[src/rtl/lat_pkg.sv]
package lat_pkg;

  typedef enum logic [1:0] {
    RATE_LOW    = 2'd0,
    RATE_MID    = 2'd1,
    RATE_HI     = 2'd2,
    RATE_HI_FEC = 2'd3
  } rate_e;

  // width of the signed unit-interval coefficients
  localparam int COEF_W = 12;

  // transmit offsets in unit intervals
  localparam int TX_UI_LOW = 365;
  localparam int TX_UI_MID = 367;
  localparam int TX_UI_HI  = 569;
  localparam int TX_UI_FEC = 537;

  // receive base offsets in unit intervals
  localparam int RX_UI_LM  = 255;
  localparam int RX_UI_HI  = -347;
  localparam int RX_UI_FEC = -315;

  // high-rate slip counts wrap around the 66-bit block
  localparam int SLIP_WRAP    = 66;
  localparam int SLIP_FOLD_AT = 63;

endpackage

[src/rtl/lat_coef.sv]
module lat_coef
  import lat_pkg::*;
#(
  parameter int LO_W = 5,
  parameter int HI_W = 7,
  parameter int CW_W = 5
) (
  input  rate_e                     rate_i,
  input  logic [LO_W-1:0]           slip_lo_i,
  input  logic [HI_W-1:0]           slip_hi_i,
  input  logic [CW_W-1:0]           cw_pos_i,
  output logic signed [COEF_W-1:0]  tx_coef_o,
  output logic signed [COEF_W-1:0]  rx_coef_o
);

  logic signed [COEF_W-1:0] hi_fold;

  // wrap a large slip count back into a signed correction
  always_comb begin
    if (int'(slip_hi_i) >= SLIP_FOLD_AT)
      hi_fold = COEF_W'(SLIP_WRAP) - COEF_W'(slip_hi_i);
    else
      hi_fold = COEF_W'(slip_hi_i);
  end

  always_comb begin
    case (rate_i)
      RATE_LOW: begin
        tx_coef_o = COEF_W'(TX_UI_LOW);
        rx_coef_o = COEF_W'(RX_UI_LM) + COEF_W'(slip_lo_i);
      end
      RATE_MID: begin
        tx_coef_o = COEF_W'(TX_UI_MID);
        rx_coef_o = COEF_W'(RX_UI_LM) + COEF_W'(slip_lo_i);
      end
      RATE_HI: begin
        tx_coef_o = COEF_W'(TX_UI_HI);
        rx_coef_o = COEF_W'(RX_UI_HI) + hi_fold;
      end
      default: begin
        tx_coef_o = COEF_W'(TX_UI_FEC);
        rx_coef_o = COEF_W'(RX_UI_FEC) - COEF_W'(cw_pos_i);
      end
    endcase
  end

endmodule

[src/rtl/lat_mac.sv]
module lat_mac #(
  parameter int AW    = 21,
  parameter int BW    = 24,
  parameter int TAG_W = 2,
  localparam int PW   = AW + BW + 1
) (
  input  logic                 clk_i,
  input  logic                 rst_i,
  input  logic                 vld_i,
  input  logic [TAG_W-1:0]     tag_i,
  input  logic [AW-1:0]        a_i,
  input  logic signed [BW-1:0] b_i,
  output logic                 vld_o,
  output logic [TAG_W-1:0]     tag_o,
  output logic signed [PW-1:0] p_o
);

  logic signed [PW-1:0] a_ext;
  logic signed [PW-1:0] b_ext;

  assign a_ext = PW'($signed({1'b0, a_i}));
  assign b_ext = PW'(b_i);

  // one product register, inferable into a DSP slice
  always_ff @(posedge clk_i) begin
    if (rst_i) begin
      vld_o <= 1'b0;
      tag_o <= '0;
      p_o   <= '0;
    end else begin
      vld_o <= vld_i;
      if (vld_i) begin
        tag_o <= tag_i;
        p_o   <= a_ext * b_ext;
      end
    end
  end

  // every issued operand pair yields a product on the next cycle
  a_r2_mac_pipe: assert property (@(posedge clk_i) disable iff (rst_i)
    vld_i |=> vld_o);

endmodule

[src/rtl/link_lat_calc.sv]
module link_lat_calc
  import lat_pkg::*;
#(
  parameter int DLY_W   = 21,
  parameter int FRAC_W  = 8,
  parameter int UI_W    = 20,
  parameter int LO_W    = 5,
  parameter int HI_W    = 7,
  parameter int CW_W    = 5,
  parameter int SAMP_FS = 4000000,
  parameter int SAMP_W  = 24,
  parameter int OUT_W   = 48
) (
  input  logic                    clk_i,
  input  logic                    rst_i,
  input  logic                    start_i,
  input  logic [1:0]              rate_i,
  input  logic [DLY_W-1:0]        tx_dly_i,
  input  logic [DLY_W-1:0]        rx_dly_i,
  input  logic [LO_W-1:0]         slip_lo_i,
  input  logic [HI_W-1:0]         slip_hi_i,
  input  logic [CW_W-1:0]         cw_pos_i,
  input  logic [UI_W-1:0]         ui_fs_i,
  output logic                    busy_o,
  output logic                    done_o,
  output logic signed [OUT_W-1:0] tx_lat_o,
  output logic signed [OUT_W-1:0] rx_lat_o
);

  localparam int AW    = (DLY_W > UI_W) ? DLY_W : UI_W;
  localparam int BW    = SAMP_W;
  localparam int PW    = AW + BW + 1;
  localparam int TAG_W = 2;
  localparam int NOPS  = 4;
  localparam int CNT_W = 3;

  // operation order through the shared multiplier
  localparam logic [TAG_W-1:0] OP_TX_DLY = 2'd0;
  localparam logic [TAG_W-1:0] OP_TX_UI  = 2'd1;
  localparam logic [TAG_W-1:0] OP_RX_DLY = 2'd2;
  localparam logic [TAG_W-1:0] OP_RX_UI  = 2'd3;

  // latched operands
  logic [1:0]       rate_q;
  logic [DLY_W-1:0] tx_dly_q, rx_dly_q;
  logic [LO_W-1:0]  slip_lo_q;
  logic [HI_W-1:0]  slip_hi_q;
  logic [CW_W-1:0]  cw_pos_q;
  logic [UI_W-1:0]  ui_q;

  logic             busy_q;
  logic             done_q;
  logic [CNT_W-1:0] cnt_q;
  logic             accept;
  logic             issue;

  logic signed [COEF_W-1:0] tx_coef, rx_coef;
  logic [AW-1:0]            mul_a;
  logic signed [BW-1:0]     mul_b;
  logic                     mac_vld;
  logic [TAG_W-1:0]         mac_tag;
  logic signed [PW-1:0]     mac_p;

  logic signed [OUT_W-1:0] tx_acc, rx_acc;
  logic signed [OUT_W-1:0] tx_lat_q, rx_lat_q;

  function automatic logic signed [OUT_W-1:0] widen(input logic signed [PW-1:0] v);
    return OUT_W'(v);
  endfunction

  assign accept = start_i && !busy_q;
  assign issue  = busy_q && (int'(cnt_q) < NOPS);

  lat_coef #(
    .LO_W (LO_W),
    .HI_W (HI_W),
    .CW_W (CW_W)
  ) u_coef (
    .rate_i    (rate_e'(rate_q)),
    .slip_lo_i (slip_lo_q),
    .slip_hi_i (slip_hi_q),
    .cw_pos_i  (cw_pos_q),
    .tx_coef_o (tx_coef),
    .rx_coef_o (rx_coef)
  );

  // operand selection for the current step
  always_comb begin
    case (cnt_q[TAG_W-1:0])
      OP_TX_DLY: begin mul_a = AW'(tx_dly_q); mul_b = BW'(SAMP_FS); end
      OP_TX_UI:  begin mul_a = AW'(ui_q);     mul_b = BW'(tx_coef); end
      OP_RX_DLY: begin mul_a = AW'(rx_dly_q); mul_b = BW'(SAMP_FS); end
      default:   begin mul_a = AW'(ui_q);     mul_b = BW'(rx_coef); end
    endcase
  end

  lat_mac #(
    .AW    (AW),
    .BW    (BW),
    .TAG_W (TAG_W)
  ) u_mac (
    .clk_i (clk_i),
    .rst_i (rst_i),
    .vld_i (issue),
    .tag_i (cnt_q[TAG_W-1:0]),
    .a_i   (mul_a),
    .b_i   (mul_b),
    .vld_o (mac_vld),
    .tag_o (mac_tag),
    .p_o   (mac_p)
  );

  // input capture and step counter
  always_ff @(posedge clk_i) begin
    if (rst_i) begin
      rate_q    <= '0;
      tx_dly_q  <= '0;
      rx_dly_q  <= '0;
      slip_lo_q <= '0;
      slip_hi_q <= '0;
      cw_pos_q  <= '0;
      ui_q      <= '0;
      cnt_q     <= CNT_W'(NOPS);
    end else if (accept) begin
      rate_q    <= rate_i;
      tx_dly_q  <= tx_dly_i;
      rx_dly_q  <= rx_dly_i;
      slip_lo_q <= slip_lo_i;
      slip_hi_q <= slip_hi_i;
      cw_pos_q  <= cw_pos_i;
      ui_q      <= ui_fs_i;
      cnt_q     <= '0;
    end else if (issue) begin
      cnt_q <= cnt_q + 1'b1;
    end
  end

  // accumulation and result hand-over
  always_ff @(posedge clk_i) begin
    if (rst_i) begin
      busy_q   <= 1'b0;
      done_q   <= 1'b0;
      tx_acc   <= '0;
      rx_acc   <= '0;
      tx_lat_q <= '0;
      rx_lat_q <= '0;
    end else begin
      done_q <= 1'b0;
      if (accept) busy_q <= 1'b1;
      if (mac_vld) begin
        case (mac_tag)
          OP_TX_DLY: tx_acc <= widen(mac_p >>> FRAC_W);
          OP_TX_UI:  tx_acc <= tx_acc + widen(mac_p);
          OP_RX_DLY: rx_acc <= widen(mac_p >>> FRAC_W);
          default: begin
            tx_lat_q <= tx_acc;
            rx_lat_q <= rx_acc + widen(mac_p);
            done_q   <= 1'b1;
            busy_q   <= 1'b0;
          end
        endcase
      end
    end
  end

  assign busy_o   = busy_q;
  assign done_o   = done_q;
  assign tx_lat_o = tx_lat_q;
  assign rx_lat_o = rx_lat_q;

  // reset leaves everything idle and zeroed
  a_r1_reset_idle: assert property (@(posedge clk_i)
    rst_i |=> (!busy_o && !done_o && tx_lat_o == '0 && rx_lat_o == '0));

  // done follows the accepting edge by a fixed latency
  a_r2_done_latency: assert property (@(posedge clk_i) disable iff (rst_i)
    done_o |-> $past(start_i && !busy_o, 6));

  // acceptance raises busy
  a_r2_busy_rise: assert property (@(posedge clk_i) disable iff (rst_i)
    (start_i && !busy_o) |=> busy_o);

  // single-cycle done
  a_r3_done_pulse: assert property (@(posedge clk_i) disable iff (rst_i)
    done_o |=> !done_o);

  // results held outside the done cycle
  a_r9_hold: assert property (@(posedge clk_i) disable iff (rst_i)
    !done_o |-> ($stable(tx_lat_o) && $stable(rx_lat_o)));

  // a start while busy never rewinds the step counter
  a_r10_no_restart: assert property (@(posedge clk_i) disable iff (rst_i)
    (busy_q && start_i) |=> (cnt_q != '0));

endmodule

[config.mk]
export PLATFORM = sky130hd
export DESIGN_NAME = link_lat_calc
export DESIGN_NICKNAME = d
export VERILOG_FILES = /design/src/rtl/lat_pkg.sv /design/src/rtl/lat_coef.sv /design/src/rtl/lat_mac.sv /design/src/rtl/link_lat_calc.sv
export SDC_FILE = /design/constraint.sdc
export NUM_CORES = 2
export LEC_CHECK = 0
export ABC_AREA = 1
export BUFFER_PORTS_ARGS = -buffer_cell sky130_fd_sc_hd__buf_2
export CORE_UTILIZATION = 51
export CTS_CLUSTER_SIZE = 30
export DETAILED_ROUTE_END_ITERATION = 12
export PLACE_DENSITY = 0.81
export REMOVE_ABC_BUFFERS = 1
export SYNTH_ARGS = -nofsm -noshare
export SYNTH_HDL_FRONTEND = slang
export SYNTH_SLANG_ARGS = --single-unit
export TNS_END_PERCENT = 1
[constraint.sdc]
create_clock -name clk_i -period 8.1 [get_ports clk_i]
set_clock_uncertainty 0.15 [all_clocks]
set_input_delay 1.62 -clock clk_i [delete_from_list [all_inputs] [get_ports clk_i]]
set_output_delay 1.62 -clock clk_i [all_outputs]
set_load 0.02 [all_outputs]
# Word-level counts from Yosys, hierarchy flattened
# Cells that the tools add are included.
word_totals:
  inputBits: 84
  elab_cells: 64
  register_bits: 317
  output_inout_bits: 98
op_classes:
  add_sub_neg: 7
  bitwise: 2
  n_mul: 1
  n_eq_ne: 6
  n_lt_le_gt_ge: 2
  reduce_logical: 16
  n_mux: 12
ops:
  columns: ["operator", "n"]
  rows:
  - ["48-bit one-hot mux with 2 select lines", 1]
  - ["48-bit by 46-bit adder with 48-bit output", 1]
  - ["24-bit one-hot mux with 2 select lines", 1]
  - ["38-bit by 46-bit adder with 47-bit output", 1]
  - ["22-bit by 24-bit multiplier with 46-bit output", 1]
  - ["21-bit one-hot mux with 2 select lines", 1]
  - ["10-bit one-hot mux with 3 select lines", 1]
  - ["12-bit one-hot mux with 2 select lines", 1]
  - ["10-bit by 12-bit adder with 12-bit output (first input constant)", 1]
  - ["12-bit two-way mux", 1]
  - ["10-bit by 6-bit subtractor with 11-bit output (first input constant)", 1]
  - ["8-bit by 5-bit adder with 9-bit output (first input constant)", 1]
  - ["2-bit OR reduction", 4]
  - ["7-bit by 7-bit subtractor with 8-bit output (first input constant)", 1]
  - ["7-bit by 6-bit >= comparator with 1-bit output (second input constant)", 1]
  - ["2-bit by 1-bit == test with 1-bit output (second input constant)", 3]
  - ["2-bit == test (second input constant)", 3]
  - ["2-bit logical NOT", 3]
  - ["3-bit two-way mux", 2]
  - ["2-bit AND reduction", 3]
  - ["1-bit two-way mux", 4]
  - ["2-bit nonzero test", 2]
  - ["3-bit by 1-bit adder with 3-bit output (second input constant)", 1]
  - ["3-bit < comparator (second input constant)", 1]
  - ["other kinds (4)", 6]

# Depth between registers and ports, before layout
depth:
  depth_word: 6
  mapped_depth: 44
  depth_no_buf: 44

# Cells and area by module
# From an unflattened synthesis, not the netlist that was laid out.
hier_totals:
  hier_cells: 5793
  hier_area_um2: 39795.7
by_module_without_submodules:
  columns: ["mod", "area_each_um2", "seq_area_each_um2", "instances", "cells_per_inst"]
  rows:
  - ["lat_mac", 22182.5, 980.9, 1, 3042]
  - ["link_lat_calc", 16827.4, 5345.1, 1, 2607]
  - ["lat_coef", 785.8, 0.0, 1, 144]

# Least setup slack after synthesis
# No wires, ideal clock.
synth_timing:
  path_kind: "register -> register"
  startpoint: "reg cnt_q[0]"
  endpoint: "reg u_mac.p_o[44]"
  path_stages_with_launch: 29
  n_path_buf: 2
  path_slack_ps: 293
  arrival_ps: 7548
  period_less_slack_ps: 7807
  t_required_ps: 7841
  setup_ps: 109
  path_cell_list: "dfxtp_1 inv_1 ha_1 nor2_1 clkbuf_1 a21oi_1 inv_1 clkbuf_1 nand2_1 fa_1 inv_1 fa_1 fa_1 fa_1 inv_1 fa_1 fa_1 fa_1 inv_1 ha_1 inv_1 nor3_1 nand2_1 nor2_1 o21ai_0 nand4_1 nand3_1 nand2_1 inv_1"
synth_between:
  elab_chain_cells: 4
  word_cells_on_any_way: 9
  cone_classes: "1 x mul; 1 x order compare; 2 x eq/ne; 2 x mux; 3 x reduce/logical"
synth_lines:
  columns: ["item", "line_no", "rtl"]
  rows:
  - ["start, declared", "link_lat_calc.sv:53", "logic [CNT_W-1:0] cnt_q;"]
  - ["start signal, assigned", "link_lat_calc.sv:123", "cnt_q <= CNT_W'(NOPS);"]
  - ["start signal, assigned", "link_lat_calc.sv:134", "cnt_q <= cnt_q + 1'b1;"]
  - ["2-bit == test or 2-bit logical NOT (tied branches)", "link_lat_calc.sv:89", "case (cnt_q[TAG_W-1:0])"]
  - ["2-bit OR reduction (no source line)", null, null]
  - ["24-bit one-hot mux with 2 select lines", "link_lat_calc.sv:89", null]
  - ["22-bit by 24-bit multiplier with 46-bit output", "lat_mac.sv:34", "p_o <= a_ext * b_ext;"]
  - ["end signal, assigned", "lat_mac.sv:34", null]
  - ["end, declared", "lat_mac.sv:15", "output logic signed [PW-1:0] p_o"]
# Several ways; a longest one is shown, not always the timed one.
# A chain may end at the register's enable or synchronous reset.

# Worst setup path in the final report
layout_timing:
  startpoint: "reg cnt_q[0]"
  endpoint: "reg u_mac.p_o[43]"
# The elaborated chain is that of the path after synthesis.

==> impl_metrics.ini <==
[yosys]
netlist_instances = 4798
netlist.area_leader.share_pct = 26.7
yosys_register_bits = 316
yosysWarningCount = 0
syn_area_um2 = 35200
ys_types = 47
synth-seq-area-share_pct = 18.0
synth_top_flop_cell = dfxtp_1
synth-edff-count = 0
netlist_top_cells_area = fa_1, dfxtp_1, inv_1
async_flop_share_pct = 0
synth_top_area_cell = fa_1
synth.avg_cell_area_um2 = 7.33

[critical_path]
path_class = reg2reg
worstPathMaxFanout = 12
rrSetupSlack_ns = 0.19
crit_top_cell = inv_1
cp.arrival_ns = 8.24
crit_slowest_cell = fa_1
worstSetupEndpointType = flip-flop
startpoint_type = flip-flop
critPathRequiredTime_ns = 8.43
max_stage_delay_ns = 0.55

[place]
port_buffers = 181
routabilityCongestion = 1.03
place_hpwl_mm = 100
dp_cells = 5838
place_area_um2 = 37500
dp_slack_ns = -0.464

[route]
drt_iter0_drc = 3782
drc = 0
routed_wl_mm = 121
drt_first_pass_iters = 8
wl_per_cell_um = 20.5
viasPerCell = 5.66
postRouteAntennaNets = 0
vias = 33500

[global_route]
busiest_layer = met1
use_met3_pct = 6.89
grt_pass1_vias = 32200
overflow = 0
antenna_found_initial = 2
grt.total_usage_pct = 34.7
met2_usage_pct = 51.4
grt_pass1_wl_mm = 186
use_met1_pct = 51.7
grt_start_max_net_pins = 136

[die]
die_w_um = 265
dieArea_um2 = 70000
die_height_um = 265
start_util_pct = 52.0
coreArea_um2 = 67600
ioPinCount = 182
num_rows = 95

[sta]
worst_pin_slew_ns = 1.23
fin_crit_sh_pct = 97.7
timing.slew.headroom_pct = 17.1
final-max-slew-violation-count = 0
rsz0062_at_grt = true
setup_tns_ns = 0
setup_viol = 0
setup_ws_ns = 0.190
fmax_mhz = 126
finalCriticalPeriod_ns = 7.91
hold_violations = 0

[pwr]
cellLeakagePower_uw = 0.0192
vdd_drop_max_mv = 0.225
p_total_uw = 6990
power_density_nw_per_um2 = 178

[clocking]
cts.clk_slew.worst_paths_ns = 0.06
cts-root-buf = clkbuf_16
htreeDepth = 2
cts_made_buffers = 36
clock-sinks = 316
cts_tree = built
hold_buffers = 0
insertion_delay_ns = 0.59
clk_path_buf_depth = 3

[layout]
final_cell_mix = inv_1, nand2_1, nor2_1, fa_1, a21oi_1
instances_no_fill = 5922
drive_above_1_share_pct = 10.1
final_area_um2 = 39200
syn_to_final_growth_pct = 11.6
fin_nets = 5794
final_common_cell = inv_1

[job]
drv_cap = 0

[status]
status = finished, final reports clean

[min_path]
worstHoldPathType = reg2reg
-- kinds of logic after synthesis --
family	share of synthesized area [%]
flip-flops	18.0
XOR/XNOR	1.17
adder cells (fa/ha/maj)	34.5
AO/OA/AOI/OAI	14.5
buffers and inverters	11.9
AND/OR/NAND/NOR	20.0
-- critical path, delay by kind of cell (launching register included) --
| family | cells | cell delay [ns] |
|---|---|---|
| AOI/OAI and AO/OA | 3 | 0.75 |
| adders and majority gates | 9 | 4.04 |
| buffers and inverters | 13 | 1.45 |
| DFF | 1 | 0.33 |
| and+or+nand+nor | 9 | 1.09 |
-- timing repair --
action,CTS,global route
setup buffers,0,15
endpoints found under the setup margin,27,30
gates resized for setup,4,124
cloned,0,3
pin swaps,0,14
-- final cells by class --
type	count	area [um2]
antenna	1	2.50
multi-input combinational	3379	25000
clock inverter	17	191
sequential	316	6330
tap	873	1090
fill	6255	28400
inverter	978	3700
timing repair buffer	308	1870
clock buffer	48	1020
timing repair inverter	2	15.0
-- through the flow --
| step | hold slack [ns] | util (%) |
|---|---|---|
| 2_1_floorplan | 0.282 | - |
| 3_3_place_gp | 0.284 | 55.5 |
| 3_5_place_dp | 0.289 | 55.5 |
| 4_1_cts | 0.302 | 57.3 |
| 5_1_grt | 0.314 | 58.0 |
| 6_report | 0.300 | 58.0 |
-- layer usage --
layer,routed length [um],up-vias
met5,19,-
met2,51000,1684
met3,13700,205
met1,53200,16100
met4,3330,2
li1,-,15500
-- flip-flops by register name, indices dropped and copies added (netlist names), 3 cells and up --
register and flops:
rx_lat_o 47, ui_q 20, slip_lo_q 5, cw_pos_q 5, tx_lat_o 48, rx_acc 38
tx_dly_q 21, cnt_q 3, tx_acc 48, rx_dly_q 21, slip_hi_q 7, u_mac.p_o 46
-- synthesized netlist by cell type, types with 8 or more instances --
| library cell | instances |
|---|---|
| inv_1 | 961 |
| nand2_1 | 834 |
| nor2_1 | 564 |
| fa_1 | 469 |
| a21oi_1 | 397 |
| o21ai_0 | 322 |
| dfxtp_1 | 316 |
| ha_1 | 220 |
| nand3_1 | 217 |
| clkbuf_1 | 107 |
| a22o_1 | 47 |
| xor2_1 | 33 |
| nand4_1 | 32 |
| a211oi_1 | 31 |
| nor3_1 | 27 |
| o21bai_1 | 23 |
| o22ai_1 | 23 |
| o21ai_1 | 21 |
| nand2_2 | 18 |
| a31oi_1 | 16 |
| a21o_1 | 15 |
| xnor2_1 | 14 |
| buf_2 | 13 |
| clkinv_1 | 8 |
| inv_2 | 8 |
| or2_2 | 8 |
-- power by group --
part	internal (uW)	leakage, uW	total [uW]	switching [uW]
clock network	984	0.000582	1710	722
registers	1610	0.00257	1680	72.3
logic	1230	0.0160	3610	2380
-- final timing paths --
check | start | end | cells past startpoint
max | cnt_q[0] | u_mac.p_o[43] | 34
min | rx_lat_o[27] | rx_lat_o[27] | 2
max reg2reg | cnt_q[0] | u_mac.p_o[43] | 34
min reg2reg | rx_lat_o[27] | rx_lat_o[27] | 2
Power figures use the tool's default switching activity.
